[src/rtl/iwin_pkg.sv]
package iwin_pkg;

  // Locations inside the claimed page; the offsets are part of the block's contract.
  localparam int unsigned OFS_SELECT = 32'h000;
  localparam int unsigned OFS_WINDOW = 32'h010;
  localparam int unsigned OFS_EOI    = 32'h040;

  // Which visible location a request lands on.
  typedef enum logic [1:0] {
    SLOT_NONE,
    SLOT_SELECT,
    SLOT_WINDOW,
    SLOT_EOI
  } slot_e;

endpackage

[src/rtl/iwin_rst_sync.sv]
module iwin_rst_sync #(
  parameter int unsigned STAGES = 2
) (
  input  logic clk_i,
  input  logic rst_ni,
  output logic rst_no
);

  logic [STAGES-1:0] chain_q;
  logic [STAGES-1:0] chain_d;

  always_comb begin
    chain_d = {chain_q[STAGES-2:0], 1'b1};
  end

  always_ff @(posedge clk_i or negedge rst_ni) begin
    if (!rst_ni) begin
      chain_q <= '0;
    end else begin
      chain_q <= chain_d;
    end
  end

  assign rst_no = chain_q[STAGES-1];

endmodule

[src/rtl/iwin_decode.sv]
module iwin_decode
  import iwin_pkg::*;
#(
  parameter int unsigned ADDR_W   = 32,
  parameter int unsigned PAGE_LSB = 12,
  parameter int unsigned BE_W     = 4
) (
  input  logic                       req_i,
  input  logic [ADDR_W-1:0]          addr_i,
  input  logic [BE_W-1:0]            be_i,
  input  logic [ADDR_W-PAGE_LSB-1:0] base_page_i,
  output slot_e                      slot_o,
  output logic                       full_word_o
);

  localparam logic [PAGE_LSB-1:0] SEL_OFS = PAGE_LSB'(OFS_SELECT);
  localparam logic [PAGE_LSB-1:0] WIN_OFS = PAGE_LSB'(OFS_WINDOW);
  localparam logic [PAGE_LSB-1:0] EOI_OFS = PAGE_LSB'(OFS_EOI);

  logic                in_page;
  logic [PAGE_LSB-1:0] offset;

  assign in_page     = (addr_i[ADDR_W-1:PAGE_LSB] == base_page_i);
  assign offset      = addr_i[PAGE_LSB-1:0];
  assign full_word_o = &be_i;

  always_comb begin
    slot_o = SLOT_NONE;
    if (req_i && in_page) begin
      unique case (offset)
        SEL_OFS: slot_o = SLOT_SELECT;
        WIN_OFS: slot_o = SLOT_WINDOW;
        EOI_OFS: slot_o = SLOT_EOI;
        default: slot_o = SLOT_NONE;
      endcase
    end
  end

endmodule

[src/rtl/iwin_select.sv]
module iwin_select #(
  parameter int unsigned IDX_W = 8
) (
  input  logic             clk_i,
  input  logic             rst_ni,
  input  logic             load_i,
  input  logic [IDX_W-1:0] load_val_i,
  output logic [IDX_W-1:0] idx_o
);

  logic [IDX_W-1:0] idx_q;
  logic [IDX_W-1:0] idx_d;
  logic             idx_en;

  always_comb begin
    idx_en = load_i;
    idx_d  = load_val_i;
  end

  always_ff @(posedge clk_i or negedge rst_ni) begin
    if (!rst_ni) begin
      idx_q <= '0;
    end else if (idx_en) begin
      idx_q <= idx_d;
    end
  end

  assign idx_o = idx_q;

endmodule

[src/rtl/iwin_port.sv]
module iwin_port #(
  parameter int unsigned IDX_W    = 8,
  parameter int unsigned DATA_W   = 32,
  parameter int unsigned NUM_REGS = 16
) (
  input  logic [IDX_W-1:0]  idx_i,
  input  logic              win_rd_i,
  input  logic              win_wr_i,
  input  logic [DATA_W-1:0] wdata_i,
  input  logic [DATA_W-1:0] rf_rdata_i,
  output logic [IDX_W-1:0]  rf_addr_o,
  output logic              rf_rd_en_o,
  output logic              rf_wr_en_o,
  output logic [DATA_W-1:0] rf_wdata_o,
  output logic [DATA_W-1:0] win_rdata_o
);

  logic implemented;

  assign implemented = (32'(idx_i) < NUM_REGS);

  always_comb begin
    rf_addr_o   = idx_i;
    rf_wdata_o  = wdata_i;
    rf_rd_en_o  = win_rd_i && implemented;
    rf_wr_en_o  = win_wr_i && implemented;
    win_rdata_o = implemented ? rf_rdata_i : '0;
  end

endmodule

[src/rtl/iwin_eoi.sv]
module iwin_eoi #(
  parameter int unsigned VEC_W = 8
) (
  input  logic             clk_i,
  input  logic             rst_ni,
  input  logic             fire_i,
  input  logic [VEC_W-1:0] vec_i,
  output logic             valid_o,
  output logic [VEC_W-1:0] vec_o
);

  logic             valid_q, valid_d;
  logic [VEC_W-1:0] vec_q, vec_d;
  logic             vec_en;

  always_comb begin
    valid_d = fire_i;
    vec_en  = fire_i;
    vec_d   = vec_i;
  end

  always_ff @(posedge clk_i or negedge rst_ni) begin
    if (!rst_ni) begin
      valid_q <= 1'b0;
    end else begin
      valid_q <= valid_d;
    end
  end

  always_ff @(posedge clk_i or negedge rst_ni) begin
    if (!rst_ni) begin
      vec_q <= '0;
    end else if (vec_en) begin
      vec_q <= vec_d;
    end
  end

  assign valid_o = valid_q;
  assign vec_o   = vec_q;

endmodule

[src/rtl/iwin_ctrl.sv]
module iwin_ctrl
  import iwin_pkg::*;
#(
  parameter int unsigned ADDR_W    = 32,
  parameter int unsigned DATA_W    = 32,
  parameter int unsigned PAGE_LSB  = 12,
  parameter int unsigned IDX_W     = 8,
  parameter int unsigned NUM_REGS  = 16,
  parameter int unsigned VEC_W     = 8,
  parameter int unsigned RST_STAGES = 2
) (
  input  logic                       clk_i,
  input  logic                       rst_ni,
  input  logic [ADDR_W-PAGE_LSB-1:0] base_page_i,
  input  logic                       bus_valid_i,
  input  logic                       bus_we_i,
  input  logic [ADDR_W-1:0]          bus_addr_i,
  input  logic [DATA_W/8-1:0]        bus_be_i,
  input  logic [DATA_W-1:0]          bus_wdata_i,
  output logic                       bus_rvalid_o,
  output logic [DATA_W-1:0]          bus_rdata_o,
  output logic [IDX_W-1:0]           rf_addr_o,
  output logic                       rf_rd_en_o,
  output logic                       rf_wr_en_o,
  output logic [DATA_W-1:0]          rf_wdata_o,
  input  logic [DATA_W-1:0]          rf_rdata_i,
  output logic                       eoi_valid_o,
  output logic [VEC_W-1:0]           eoi_vector_o
);

  localparam int unsigned BE_W = DATA_W / 8;

  logic              rst_n_sync;
  slot_e             slot;
  logic              full_word;
  logic              acc_rd, acc_wr;
  logic              sel_load, win_rd, win_wr, eoi_fire;
  logic [IDX_W-1:0]  idx;
  logic [DATA_W-1:0] win_rdata;

  logic              rvalid_q, rvalid_d;
  logic [DATA_W-1:0] rdata_q, rdata_d;
  logic              rdata_en;

  iwin_rst_sync #(.STAGES(RST_STAGES)) u_rst (
    .clk_i  (clk_i),
    .rst_ni (rst_ni),
    .rst_no (rst_n_sync)
  );

  iwin_decode #(
    .ADDR_W   (ADDR_W),
    .PAGE_LSB (PAGE_LSB),
    .BE_W     (BE_W)
  ) u_dec (
    .req_i       (bus_valid_i),
    .addr_i      (bus_addr_i),
    .be_i        (bus_be_i),
    .base_page_i (base_page_i),
    .slot_o      (slot),
    .full_word_o (full_word)
  );

  // Request qualification: partial-width writes are dropped here.
  always_comb begin
    acc_wr   = bus_valid_i && bus_we_i && full_word;
    acc_rd   = bus_valid_i && !bus_we_i;
    sel_load = acc_wr && (slot == SLOT_SELECT);
    win_wr   = acc_wr && (slot == SLOT_WINDOW);
    win_rd   = acc_rd && full_word && (slot == SLOT_WINDOW);
    eoi_fire = acc_wr && (slot == SLOT_EOI);
  end

  iwin_select #(.IDX_W(IDX_W)) u_sel (
    .clk_i      (clk_i),
    .rst_ni     (rst_n_sync),
    .load_i     (sel_load),
    .load_val_i (bus_wdata_i[IDX_W-1:0]),
    .idx_o      (idx)
  );

  iwin_port #(
    .IDX_W    (IDX_W),
    .DATA_W   (DATA_W),
    .NUM_REGS (NUM_REGS)
  ) u_port (
    .idx_i       (idx),
    .win_rd_i    (win_rd),
    .win_wr_i    (win_wr),
    .wdata_i     (bus_wdata_i),
    .rf_rdata_i  (rf_rdata_i),
    .rf_addr_o   (rf_addr_o),
    .rf_rd_en_o  (rf_rd_en_o),
    .rf_wr_en_o  (rf_wr_en_o),
    .rf_wdata_o  (rf_wdata_o),
    .win_rdata_o (win_rdata)
  );

  iwin_eoi #(.VEC_W(VEC_W)) u_eoi (
    .clk_i   (clk_i),
    .rst_ni  (rst_n_sync),
    .fire_i  (eoi_fire),
    .vec_i   (bus_wdata_i[VEC_W-1:0]),
    .valid_o (eoi_valid_o),
    .vec_o   (eoi_vector_o)
  );

  // Read return path: one register stage, zero whenever nothing is returned.
  always_comb begin
    rvalid_d = acc_rd;
    rdata_en = acc_rd || rvalid_q;
    rdata_d  = '0;
    if (acc_rd && full_word) begin
      unique case (slot)
        SLOT_SELECT: rdata_d = DATA_W'(idx);
        SLOT_WINDOW: rdata_d = win_rdata;
        default:     rdata_d = '0;
      endcase
    end
  end

  always_ff @(posedge clk_i or negedge rst_n_sync) begin
    if (!rst_n_sync) begin
      rvalid_q <= 1'b0;
    end else begin
      rvalid_q <= rvalid_d;
    end
  end

  always_ff @(posedge clk_i or negedge rst_n_sync) begin
    if (!rst_n_sync) begin
      rdata_q <= '0;
    end else if (rdata_en) begin
      rdata_q <= rdata_d;
    end
  end

  assign bus_rvalid_o = rvalid_q;
  assign bus_rdata_o  = rdata_q;

endmodule

[config.mk]
export PLATFORM = sky130hd
export DESIGN_NAME = iwin_ctrl
export DESIGN_NICKNAME = d
export VERILOG_FILES = /design/src/rtl/iwin_pkg.sv /design/src/rtl/iwin_rst_sync.sv /design/src/rtl/iwin_decode.sv /design/src/rtl/iwin_select.sv /design/src/rtl/iwin_port.sv /design/src/rtl/iwin_eoi.sv /design/src/rtl/iwin_ctrl.sv
export SDC_FILE = /design/constraint.sdc
export NUM_CORES = 1
export LEC_CHECK = 0
export BUFFER_PORTS_ARGS = -buffer_cell sky130_fd_sc_hd__buf_2
export CAP_MARGIN = 25
export CORE_UTILIZATION = 40
export CTS_BUF_LIST = sky130_fd_sc_hd__clkbuf_8
export DETAILED_ROUTE_END_ITERATION = 16
export GPL_ROUTABILITY_DRIVEN = 1
export GPL_TIMING_DRIVEN = 0
export HOLD_SLACK_MARGIN = 0.06
export PLACE_DENSITY = 0.9
export SLEW_MARGIN = 5
export SYNTH_ARGS = -nofsm -noshare
export SYNTH_HDL_FRONTEND = slang
export SYNTH_SLANG_ARGS = --single-unit
export TNS_END_PERCENT = 100
[constraint.sdc]
create_clock -name clk_i -period 4.2 [get_ports clk_i]
set_input_delay 0.84 -clock clk_i [delete_from_list [all_inputs] [get_ports clk_i]]
set_output_delay 0.84 -clock clk_i [all_outputs]
set_load 0.02 [all_outputs]
# [Word level (Yosys, flattened, before mapping)]
# Cells that the tools add are included.
[totals] out_inout_bits=84 in_bits=124 regBits=52
[op_classes] n_reduce_logical=15 n_eq_ne=6 order_cmp=1 n_mux=5
[ops] op="$mux 32" n=2
[ops] op="$pmux 32 s2" n=1
[ops] op="$eq 20x20->1" n=1
[ops] op="$eq 12x5->1 const B" n=1
[ops] op="$eq 12x7->1 const B" n=1
[ops] op="$logic_not 12->1" n=1
[ops] op="$logic_and 1x1->1" n=11
[ops] op="$lt 8x5->1 const B" n=1
[ops] op="$pmux 2 s3" n=1
[ops] op="$eq 2x2->1 const B" n=2
[ops] op="$reduce_and 4->1" n=1
[ops] op="$eq 2x1->1 const B" n=1
[ops] op="$mux 2" n=1
[ops] op="$logic_not 1->1" n=1
[ops] op="$logic_or 1x1->1" n=1

# [Depth between registers and ports, before layout]
[depth] word_depth=6 mapped_depth=9

# [Modules after synthesis]
# Synthesis repeated with hierarchy kept, for this count alone.
[hier_totals] hier_cells=259 area_unflattened_um2=3075.4
[by_module_without_submodules] mod="iwin_ctrl" cells_each=108 instances=1 seq_area_each_um2=825.8 area_per_inst_um2=1453.9
[by_module_without_submodules] mod="iwin_port" cells_each=78 instances=1 seq_area_each_um2=0.0 area_per_inst_um2=578.1
[by_module_without_submodules] mod="iwin_eoi" cells_each=18 instances=1 seq_area_each_um2=225.2 area_per_inst_um2=356.6
[by_module_without_submodules] mod="iwin_select" cells_each=17 instances=1 seq_area_each_um2=200.2 area_per_inst_um2=331.6
[by_module_without_submodules] mod="iwin_decode" cells_each=35 instances=1 seq_area_each_um2=0.0 area_per_inst_um2=301.5
[by_module_without_submodules] mod="iwin_rst_sync" cells_each=3 instances=1 seq_area_each_um2=50.0 area_per_inst_um2=53.8

# [Least setup slack after synthesis]
# OpenSTA, ideal clock, no wires.
[synth_timing] kind="input port to output port" start="in bus_addr_i[7]" end="out rf_wr_en_o" arrival_time_ps=2801 required_time_ps=3360 path_slack_ps=559 path_stages=8 path_cell_list="or4_4 > a221oi_2 > nand4_1 > or4_1 > ha_1 > and3_1 > clkbuf_1 > and2_1"
[synth_between] elab_chain_cells=6 word_cells_on_any_way=8 cone_classes="3 x eq/ne; 2 x mux; 3 x reduce/logical"
[synth_rtl] element="start, declared" line="iwin_ctrl.sv:17" rtl="input logic [ADDR_W-1:0] bus_addr_i,"
[synth_rtl] element="$eq 12x7->1 (tied with other cells)" line="iwin_decode.sv:30" rtl="unique case (offset)"
[synth_rtl] element="$pmux 2 s3 *" line="iwin_decode.sv:30"
[synth_rtl] element="$mux 2 *" line="iwin_decode.sv:29" rtl="if (req_i && in_page) begin"
[synth_rtl] element="$eq 2x2->1 *" line="iwin_ctrl.sv:69" rtl="win_wr = acc_wr && (slot == SLOT_WINDOW);"
[synth_rtl] element="$logic_and 1x1->1 *" line="iwin_ctrl.sv:69"
[synth_rtl] element="$logic_and 1x1->1 *" line="iwin_port.sv:26" rtl="rf_wr_en_o = win_wr_i && implemented;"
[synth_rtl] element="end, declared" line="iwin_ctrl.sv:24" rtl="output logic rf_wr_en_o,"
# Mark *: on every way between the ends. The rest lies on a longest branch, timed or not.

# [Final worst setup path]
# Ends and elaborated chain as after synthesis.

==> results.cfg <==
[status]
outcome = finished clean

[layout]
syn_to_final_growth_pct = 43.71
ff_latch_area_um2 = 1303
multiInputGateArea_um2 = 962.2
post_layout_nonfiller_instances = 485
nNetsFinal = 536
num_antenna_cells = 0
nFillCells = 532
layout-drive-gt1-share_pct = 61.22

[setup_path]
worstPathRequired_ns = 3.36
cpPeakStageDelay_ns = 0.53
cp_common_cell = buf_2
cp_slowest_cell = or4_4
worstSetupPathType = input port to primary output
worstPathArrival_ns = 3.13
cp_cell_sequence = buf_2 > or4_4 > a221oi_2 > nand4_1 > or4_1 > ha_1 > and3_1 > and2_1 > buf_2
r2r_cells = 5
endpoint_kind = primary output
startpoint_type = input port
crit_fanout = 9

[cts]
cts_buffers = 5
cts_tree = built
cts_buffer_depth = 2
clkTransAtPathRegs_ns = 0.09
clkSinkCount = 52
root_buffer = clkbuf_8
ctsHoldBuffers = 0
clkLatencyLatePin_ns = 0.29
htreeDepth = 2

[floorplan]
row_count = 28
start_util_pct = 42.32
die_area_um2 = 6736
die_width_um = 82.08
fp.dieH_um = 82.08
core-area_um2 = 6061
ios = 208

[global_routing]
first_global_vias = 2334
track_usage_pct = 19.89
grt_max_degree = 35
grt_antenna_before_repair = 0
grt_first_pass_wirelength_um = 10210
grt-ovfl-total = 0

[sta]
period_minus_slack_ns = 3.968
hold_viol = 0
max_freq_mhz = 252.0
fin_setup_tns_ns = 0
fin_skew_ns = 0.007280
rsz0062_at_grt = no
finalCritPeriodShare_pct = 94.48
finalSetupViolations = 0
worst_slack_ns = 0.2317
drv_slew = 0

[hold_path]
hp-class = flip-flop to async pin

[logic_synthesis]
ys_async_sr_fraction_pct = 100.0
syn_nets = 346
ys_seq_area_share_pct = 50.73
synth_common_cells = dfrtp_1 (52), buf_4 (32), a22o_1 (24)
synth_top_family_by_area = compound AO/OA/AOI/OAI gates
yosys_register_bits = 52
synth_fa_ha_area_share_pct = 1.463
yosys.area_share.xor_xnor_pct = 5.463
synthFlopType = dfrtp_1
netlist.area_leader.share_pct = 50.73
netlist_area_um2 = 2565
netlist-cell-type-count = 32
ys_warn_count = 0
synth_cells = 219
avgSynthCellArea_um2 = 11.71
yosys.area_share.simple_pct = 9.122
synth_edf_count = 0
yosys-mux-area-fraction_pct = 7.024
yosys.cell_count.top_type = dfrtp_1
synth_compound_area_share_pct = 14.29
synthTopCellsByArea = dfrtp_1 (51%), buf_4 (9.4%), a22o_1 (8.2%)
synth.largest_area_cell = dfrtp_1

[detailed_routing]
antenna_left = 0
drc = 0
routed_wirelength_um = 6814
drt_first_pass_iters = 5
drt-initial-drc-count = 48
viasPerCell = 4.911
route.vias.total = 2382
wl_per_cell_um = 14.05

[placement]
gp_congestion = 0.8499
detailed_place_hpwl_um = 5515
place_ws_ns = 0.1616
place_inst = 478
io_buffers = 183

[power]
power_density_nw_per_um2 = 255.1
ir_worst_vdd_uv = 205.1
leakage_nw = 2.136

[run]
cap_violations = 0
-- flip-flops by register name, summed over array words and instances, names as in the netlist --
name and cells:
bus_rvalid_o 1, u_eoi.vec_o 8, u_rst.chain_q 2, u_sel.idx_o 8, bus_rdata_o 32, u_eoi.valid_o 1
-- kinds of logic (layout without fill, tap and decap cells) --
logic type,after synthesis,in the layout
muxes,16,16
DFF,52,52
xor gates and xnor gates,16,16
adders and majority gates,3,3
buffers and inverters,47,238
other,1,1
AOI/OAI and AO/OA,45,45
and+or+nand+nor,39,39
-- path summary, 6_finish.rpt --
kind | slack, ns | start | endpoint
min in group clk_i | 0.36 | u_rst.chain_q[0] | u_rst.chain_q[1]
max in group asynchronous | 3.50 | u_rst.chain_q[1] | bus_rdata_o[6]
worst min register to register | 0.19 | u_rst.chain_q[1] | bus_rdata_o[29]
worst max-delay path | 0.23 | bus_addr_i[7] | rf_wr_en_o
worst min-delay path | 0.19 | u_rst.chain_q[1] | bus_rdata_o[29]
worst max register to register | 2.42 | u_sel.idx_o[5] | bus_rdata_o[27]
-- where the power goes --
group          internal, mW  switching [mW]  leakage (nW)  total, mW
registers             0.502         0.00351         0.720      0.505
clock network         0.132           0.154        0.0486      0.285
logic                0.0755          0.0743          1.37      0.150
total                 0.709           0.232          2.14      0.940
-- timing repair --
action | CTS | global route
hold endpoints to repair | 0 | 0
endpoints found under the setup margin | 0 | 1
gates resized for setup | 0 | 0
setup buffers | 0 | 0
-- worst max-delay path, delay by kind of cell --
family	cells	cell delay (ns)
AOI/OAI and AO/OA	1	0.19
and+or+nand+nor	5	1.60
adders and majority gates	1	0.23
buffers and inverters	2	0.25
-- per-layer routing --
metal	GRT usage [%]	share of wire (%)
met5	0	0
met4	6.140	0.90
met3	5.778	7.5
met2	36.28	51
met1	22.05	41
-- metrics by stage --
step                hold WS [ns]  util [%]  instance area (um^2)  total power [mW]
global route              0.2254     60.82                  3686            0.9843
global placement          0.3367     58.98                  3575            0.6599
CTS                       0.2077     60.88                  3690            0.9524
finish                    0.1920     60.82                  3686            0.9404
detailed placement        0.1999     59.33                  3596            0.6657
floorplan                 0.3312         -                  2565            0.5889
-- layout by cell type (no fill, tap or decap), drive strengths merged, types with 3 or more instances in the layout --
master	count
and4	4
a22o	24
mux2	16
buf	220
nor4	6
nand2	9
dfrtp	52
ha	3
xor2	16
and2	3
nor2	5
clkbuf	11
o21ai	8
inv	6
a22oi	8
nand4	3
-- layout make-up --
cell class	instances	area share, %
Clock inverter	2	0.3055
Clock buffer	6	2.240
Multi-Input combinational cell	120	26.10
Tap cell	75	2.546
Inverter	5	0.5092
Sequential cell	52	35.34
Buffer	41	7.570
Timing Repair Buffer	184	25.39
(Power assumes the default switching activity.)
